$ cat src/rtl/dcache_pkg.sv
package dcache_pkg;
    localparam int ADDR_W    = 32;
    localparam int DATA_W    = 32;
    localparam int WORDS     = 4;
    localparam int LINES     = 16;
    localparam int BYTE_BITS = $clog2(DATA_W / 8);
    localparam int WORD_BITS = $clog2(WORDS);
    localparam int LINE_BITS = $clog2(LINES);
    localparam int TAG_W     = ADDR_W - LINE_BITS - WORD_BITS - BYTE_BITS;

    typedef struct packed {
        logic [TAG_W-1:0]     tag;
        logic [LINE_BITS-1:0] line;
        logic [WORD_BITS-1:0] word;
        logic [BYTE_BITS-1:0] byte_off;
    } addr_t;

    typedef enum logic [1:0] {
        ST_IDLE,
        ST_FILL,
        ST_SINGLE
    } state_e;
endpackage

$ cat src/rtl/dcache_tags.sv
module dcache_tags
    import dcache_pkg::*;
(
    input  logic                 clk,
    input  logic                 rst,
    input  logic                 flush_i,
    input  logic [LINE_BITS-1:0] rd_line_i,
    output logic [TAG_W-1:0]     tag_o,
    output logic [WORDS-1:0]     vld_o,
    input  logic                 ld_i,
    input  logic [LINE_BITS-1:0] ld_line_i,
    input  logic [TAG_W-1:0]     ld_tag_i,
    input  logic                 set_i,
    input  logic [LINE_BITS-1:0] set_line_i,
    input  logic [WORD_BITS-1:0] set_word_i
);
    logic [WORDS-1:0] vld_a [LINES];
    logic [TAG_W-1:0] tag_a [LINES];

    for (genvar g = 0; g < LINES; g++) begin : g_line
        logic [WORDS-1:0] v_q;
        logic [TAG_W-1:0] t_q;
        always_ff @(posedge clk) begin
            if (rst) begin
                v_q <= '0;
                t_q <= '0;
            end else if (flush_i) begin
                v_q <= '0;
            end else begin
                if (ld_i && ld_line_i == LINE_BITS'(g)) begin
                    v_q <= '0;
                    t_q <= ld_tag_i;
                end
                if (set_i && set_line_i == LINE_BITS'(g))
                    v_q[set_word_i] <= 1'b1;
            end
        end
        assign vld_a[g] = v_q;
        assign tag_a[g] = t_q;
    end

    assign vld_o = vld_a[rd_line_i];
    assign tag_o = tag_a[rd_line_i];

    logic any_vld;
    always_comb begin
        any_vld = 1'b0;
        for (int i = 0; i < LINES; i++) any_vld = any_vld | (|vld_a[i]);
    end

    assert_flush_clears_R10: assert property (@(posedge clk) disable iff (rst)
        flush_i |=> !any_vld);
endmodule

$ cat src/rtl/dcache_data.sv
module dcache_data
    import dcache_pkg::*;
(
    input  logic                 clk,
    input  logic                 we_i,
    input  logic [LINE_BITS-1:0] wr_line_i,
    input  logic [WORD_BITS-1:0] wr_word_i,
    input  logic [DATA_W-1:0]    wr_data_i,
    input  logic [LINE_BITS-1:0] rd_line_i,
    input  logic [WORD_BITS-1:0] rd_word_i,
    output logic [DATA_W-1:0]    rd_data_o
);
    logic [DATA_W-1:0] store_q [LINES][WORDS];

    always_ff @(posedge clk) begin
        if (we_i) store_q[wr_line_i][wr_word_i] <= wr_data_i;
    end

    assign rd_data_o = store_q[rd_line_i][rd_word_i];
endmodule

$ cat src/rtl/dcache_sector.sv
module dcache_sector
    import dcache_pkg::*;
(
    input  logic              clk,
    input  logic              rst,
    input  logic              cache_en,
    input  logic              flush,
    input  logic              cpu_req,
    input  logic              cpu_we,
    input  logic [ADDR_W-1:0] cpu_addr,
    input  logic [DATA_W-1:0] cpu_wdata,
    output logic [DATA_W-1:0] cpu_rdata,
    output logic              cpu_ready,
    output logic              busy,
    output logic              mem_req,
    output logic              mem_we,
    output logic              mem_burst,
    output logic [ADDR_W-1:0] mem_addr,
    output logic [DATA_W-1:0] mem_wdata,
    input  logic [DATA_W-1:0] mem_rdata,
    input  logic              mem_ack,
    input  logic              mem_burst_ack
);
    state_e               state_q;
    addr_t                req_q;
    addr_t                cpu_a;
    logic                 we_q;
    logic                 burst_q;
    logic [DATA_W-1:0]    wdata_q;
    logic [WORD_BITS-1:0] word_q;
    logic [WORD_BITS-1:0] beat_q;

    logic [TAG_W-1:0]     look_tag;
    logic [WORDS-1:0]     look_vld;
    logic [DATA_W-1:0]    look_data;
    logic                 tag_eq, line_live, rd_hit, wr_hit;
    logic                 in_idle, take, flush_clr, ld_tag, set_en, fill_last;
    logic [LINE_BITS-1:0] set_line;
    logic [WORD_BITS-1:0] set_word;
    logic [DATA_W-1:0]    set_data;

    assign cpu_a     = addr_t'(cpu_addr);
    assign in_idle   = (state_q == ST_IDLE);
    assign take      = in_idle && cpu_req && !flush;
    assign flush_clr = in_idle && flush;

    assign tag_eq    = (look_tag == cpu_a.tag);
    assign line_live = |look_vld;
    assign rd_hit    = tag_eq && look_vld[cpu_a.word];
    assign wr_hit    = tag_eq && line_live;

    assign ld_tag    = take && cache_en && !cpu_we && !rd_hit && !tag_eq;
    assign set_en    = (take && cache_en && cpu_we && wr_hit) ||
                       (state_q == ST_FILL && mem_ack);
    assign set_line  = in_idle ? cpu_a.line  : req_q.line;
    assign set_word  = in_idle ? cpu_a.word  : word_q;
    assign set_data  = in_idle ? cpu_wdata   : mem_rdata;
    assign fill_last = !burst_q || !mem_burst_ack || (beat_q == WORD_BITS'(WORDS - 1));

    dcache_tags u_tags (
        .clk       (clk),
        .rst       (rst),
        .flush_i   (flush_clr),
        .rd_line_i (cpu_a.line),
        .tag_o     (look_tag),
        .vld_o     (look_vld),
        .ld_i      (ld_tag),
        .ld_line_i (cpu_a.line),
        .ld_tag_i  (cpu_a.tag),
        .set_i     (set_en),
        .set_line_i(set_line),
        .set_word_i(set_word)
    );

    dcache_data u_data (
        .clk       (clk),
        .we_i      (set_en),
        .wr_line_i (set_line),
        .wr_word_i (set_word),
        .wr_data_i (set_data),
        .rd_line_i (cpu_a.line),
        .rd_word_i (cpu_a.word),
        .rd_data_o (look_data)
    );

    always_ff @(posedge clk) begin
        if (rst) begin
            state_q   <= ST_IDLE;
            req_q     <= '0;
            we_q      <= 1'b0;
            burst_q   <= 1'b0;
            wdata_q   <= '0;
            word_q    <= '0;
            beat_q    <= '0;
            cpu_ready <= 1'b0;
            cpu_rdata <= '0;
        end else begin
            cpu_ready <= 1'b0;
            case (state_q)
                ST_IDLE: begin
                    if (take) begin
                        req_q   <= cpu_a;
                        we_q    <= cpu_we;
                        wdata_q <= cpu_wdata;
                        word_q  <= cpu_a.word;
                        beat_q  <= '0;
                        burst_q <= 1'b0;
                        if (!cache_en || cpu_we) begin
                            state_q <= ST_SINGLE;
                        end else if (rd_hit) begin
                            cpu_ready <= 1'b1;
                            cpu_rdata <= look_data;
                        end else begin
                            state_q <= ST_FILL;
                            burst_q <= !line_live;
                        end
                    end
                end
                ST_FILL: begin
                    if (mem_ack) begin
                        if (beat_q == '0) begin
                            cpu_ready <= 1'b1;
                            cpu_rdata <= mem_rdata;
                        end
                        if (fill_last) begin
                            state_q <= ST_IDLE;
                        end else begin
                            beat_q <= beat_q + 1'b1;
                            word_q <= word_q + 1'b1;
                        end
                    end
                end
                ST_SINGLE: begin
                    if (mem_ack) begin
                        cpu_ready <= 1'b1;
                        cpu_rdata <= we_q ? '0 : mem_rdata;
                        state_q   <= ST_IDLE;
                    end
                end
                default: state_q <= ST_IDLE;
            endcase
        end
    end

    assign busy      = !in_idle;
    assign mem_req   = !in_idle;
    assign mem_we    = (state_q == ST_SINGLE) && we_q;
    assign mem_burst = (state_q == ST_FILL) && burst_q;
    assign mem_addr  = (state_q == ST_FILL) ?
                       {req_q.tag, req_q.line, word_q, {BYTE_BITS{1'b0}}} : req_q;
    assign mem_wdata = wdata_q;

    assert_bus_hold_R12: assert property (@(posedge clk) disable iff (rst)
        (mem_req && !mem_ack) |=> (mem_req && $stable(mem_addr) &&
                                   $stable(mem_we) && $stable(mem_wdata)));

    assert_write_single_R9: assert property (@(posedge clk) disable iff (rst)
        mem_we |-> !mem_burst);

    assert_burst_stop_R5: assert property (@(posedge clk) disable iff (rst)
        (mem_burst && mem_ack && !mem_burst_ack) |=> !busy);

    assert_first_beat_R8: assert property (@(posedge clk) disable iff (rst)
        (state_q == ST_FILL && mem_ack && beat_q == '0) |=> cpu_ready);

    assert_hit_latency_R2: assert property (@(posedge clk) disable iff (rst)
        (take && cache_en && !cpu_we && rd_hit) |=> (cpu_ready && !busy));
endmodule

$ cat config.mk
export PLATFORM = sky130hd
export DESIGN_NAME = dcache_sector
export DESIGN_NICKNAME = d
export VERILOG_FILES = /design/src/rtl/dcache_pkg.sv /design/src/rtl/dcache_tags.sv /design/src/rtl/dcache_data.sv /design/src/rtl/dcache_sector.sv
export SDC_FILE = /design/constraint.sdc
export NUM_CORES = 2
export LEC_CHECK = 0
export BUFFER_PORTS_ARGS = -buffer_cell sky130_fd_sc_hd__buf_2
export CORE_MARGIN = 2
export CORE_UTILIZATION = 35
export CTS_BUF_LIST = sky130_fd_sc_hd__clkbuf_16
export CTS_CLUSTER_SIZE = 10
export DETAILED_ROUTE_END_ITERATION = 7
export SYNTH_ARGS = -nofsm -noshare
export SYNTH_HDL_FRONTEND = slang
export SYNTH_HIERARCHICAL = 1
export SYNTH_SLANG_ARGS = --single-unit
$ cat constraint.sdc
create_clock -name clk -period 13.51 [get_ports clk]
set_input_delay 0.6755 -clock clk [delete_from_list [all_inputs] [get_ports clk]]
set_output_delay 0.6755 -clock clk [all_outputs]
set_load 0.005 [all_outputs]
==> run metrics <==
status=completed; Worst Setup End Kind=flip-flop; Post-DP Area=roughly 0.11 mm2; Worst-Margin Slew=1.39 ns; share of cells above drive strength 1=0.229; H-tree Lvls=5; First-pass DRT Iterations=6; top_reg_cell synth=edfxtp_1; vias in the first global route=between 60k and 70k; Crit Path Category=in2reg; register bit total from synthesis=2601; worst hold start=cpu_wdata[18]; initial antenna violation count=4; Worst-Skew Late Latency=about 0.86 ns; post-synthesis sequential area ratio=0.700; layout net count=6574; delay-heaviest family, CP=simple AND/OR/NAND/NOR gates; Setup violations, final=0; n_diodes=0; All-Layer GR Usage=0.183; total core area=slightly below 0.3 mm2; R2R Setup Slk=8.36 ns; most used cell, CP=buf_4; max-cap violations=0; Vias=60.3k; WL/cell=about 27 um; worst vdd ir=approximately 100 uV; postcts setup bufs=0; Cells after Synth=around 6.4k; initial core utilization=0.352; Min Clock Period, post-route=6.04 ns; Crit-path slowest cell=buf_4; final WL=284 mm; peak fanout along the critical path=63; buffer and inverter count on the worst path=3; remaining antenna violation count=0; Leakage Power=0.0366 uW; Clock Tree Root=clkbuf_16; RD Place Congestion=approximately 0.80; Post-synth EDFFs=just over 2k; Core Rows=roughly 200; # hold bufs at CTS=0; Mapped Nets=6502; critical path, cell by cell=buf_8 > buf_4 > mux4_2 > a22oi_1 > nand2_1 > xnor2_1 > nand4_1 > nor4_4 > and2_1 > a22o_1 > nand3_2 > nor2_4 > buf_4; CTS tree=yes; Slew headroom=0.0727; synth warn=6; Die X=between 500 and 600 um; CTS buffer count=slightly above 300; ys async rst share=0; full die area=0.301 mm2; Hold/Removal Path Class=in2reg; CTS clk-pin slew, worst paths=around 0.06 ns; Post-Syn Area per Cell=approximately 16 um2; RR Startpoint=u_tags/g_line[3].t_q[23]; critical path startpoint category=input pin; cell depth of the worst flop-to-flop path=11; Hold Path Depth=3; DP Cell Count=around 10k; die span in y=548 um; post-route insts no fill=roughly 10k; Cell variety after synth=55; crit share post-route=0.447; max incr delay on CP=around 0.8 ns; post_cts resized=0; PD cells=between 150 and 200 mW/mm2; Critical Path RT=between 10 and 15 ns; Remaining DRCs=0; DRT iter0 DRCs=7430; first-pass GRT wire length=between 400 and 500 mm; RSZ-0062 raised after global routing=false; Synth-to-Final Area Change=12.9%; reg-to-reg endpoint=u_data/store_q[5][22]; setup TNS=0 ns; Final Hold Viols=0; Critical Path AT=~6.5 ns; Finished Core Util=0.398; Max Clock Freq=approximately 170 MHz; fin. max-slew vios=0; placed wire-length estimate=roughly 160 mm; clk buf depth=4; I/O Buffers=around 200; # IOs=205; Vias/cell=~5.8; Cell Area, Synth=~0.10 mm2; clock skew=0.0633 ns; Design Area, Final=~0.12 mm2; Hold Path Sink=mem_wdata[18]; CTS Sinks=~2.6k; global route total overflow=0; largest net degree at the start of global routing=267
-- stage by stage --
stage                     total power [uW]  hold WS, ns  setup slack, ns
final                                17800       0.0799             7.47
after global routing                 18300       0.0464             7.22
after detailed placement             10800        0.443             6.61
after floorplan                      10100        0.432             7.80
after global placement               10800        0.439             6.54
after CTS                            17900       0.0257             7.49
-- area by class of cell --
cell class | count | area [um2]
fill | 26400 | 177000
sequential | 2601 | 72600
multi-input combinational | 3186 | 29000
clock buffer | 314 | 7860
tap | 3919 | 4900
timing repair buffer | 360 | 2310
clock inverter | 75 | 425
inverter | 11 | 41.3
-- registers in the layout, indices dropped and copies added (netlist names) --
register / flops
u_tags/g_line.v_q: 64
burst_q: 1
word_q: 2
beat_q: 2
u_tags/g_line.t_q: 384
mem_wdata: 32
req_q: 32
u_data/store_q: 2048
cpu_rdata: 32
we_q: 1
state_q: 2
cpu_ready: 1
-- placed cells by master (no fill, tap or decap), drive strengths merged, types with 9 or more instances in the layout --
| master | netlist | final |
|---|---|---|
| clkinv | 0 | 10 |
| nor2 | 169 | 169 |
| edfxtp | 2048 | 2048 |
| o22ai | 92 | 92 |
| mux2i | 48 | 48 |
| nor2b | 84 | 84 |
| nand2b | 12 | 12 |
| a22oi | 172 | 172 |
| nand3b | 9 | 9 |
| clkbuf | 356 | 314 |
| mux4 | 625 | 625 |
| xnor2 | 24 | 24 |
| o221ai | 27 | 27 |
| and2 | 10 | 10 |
| inv | 11 | 76 |
| nand4 | 9 | 9 |
| dfxtp | 553 | 553 |
| o21ai | 450 | 450 |
| a21oi | 606 | 606 |
| nand2 | 236 | 236 |
| buf | 238 | 360 |
| mux2 | 92 | 92 |
| nand3 | 464 | 464 |
-- report_power, final --
group / total [uW] / switching, uW / internal [uW]
combinational: 1550 / 1180 / 368
sequential: 9080 / 17.7 / 9060
clock: 7150 / 3040 / 4110
total: 17800 / 4230 / 13500
-- how the worst max path moves through the flow --
stage                 from                      end  slack, ns  cells after the start
2_1_floorplan  cpu_addr[4]  u_data/store_q[12][100]       7.80                     15
3_3_place_gp   cpu_addr[4]    u_data/store_q[5][13]       6.54                     13
3_5_place_dp   cpu_addr[4]    u_data/store_q[4][17]       6.61                     13
4_1_cts        cpu_addr[4]     u_data/store_q[5][1]       7.49                     13
5_1_grt        cpu_addr[4]    u_data/store_q[4][14]       7.22                     13
6_report       cpu_addr[4]    u_data/store_q[5][22]       7.47                     13
-- cells by family (layout without fill, tap and decap cells) --
kind of cell,Yosys count,in the layout,synth area share
buf+inv,605,760,0.0269
flops,2601,2601,0.700
xor+xnor,24,24,0.00203
mux,765,765,0.150
compound gates,1359,1359,0.0724
fa+ha+maj,6,6,0.000724
simple gates,1032,1032,0.0478
-- cell usage after synthesis (all sizes together), types with 3 or more instances --
library cell  count  area (um2)
and3              3        18.8
or3b              6        52.6
nor2            169         634
nand2           236         886
a22oi           172        1290
and3b             3        26.3
nand3           464        2320
nor3              8        40.0
nand2b           12        75.1
or2               6        37.5
mux4            625       14100
o21ai           450        2250
nor2b            84         526
mux2             92        1040
nand3b            9        67.6
inv              11        41.3
mux2i            48         480
dfxtp           553       11100
buf             238        1410
xnor2            24         210
a21oi           606        3030
o22ai            92         576
nand4             9        56.3
clkbuf          356        1340
ha                6        75.1
o221ai           27         236
and2             10        62.6
edfxtp         2048       61500
-- metal layers --
metal,GRT usage,vias up,wire (um)
met5,0,-,7
met4,0.0542,2,7870
li1,-,25300,-
met3,0.0295,462,22200
met1,0.250,31800,115000
met2,0.302,2814,139000
-- tightest hold or removal path, delay by kind of cell --
family | cells | cell delay [ns]
simple gates | 1 | 0.05
buf+inv | 1 | 0.11
compound gates | 1 | 0.05
No activity file was read; power rests on OpenSTA's default activity.
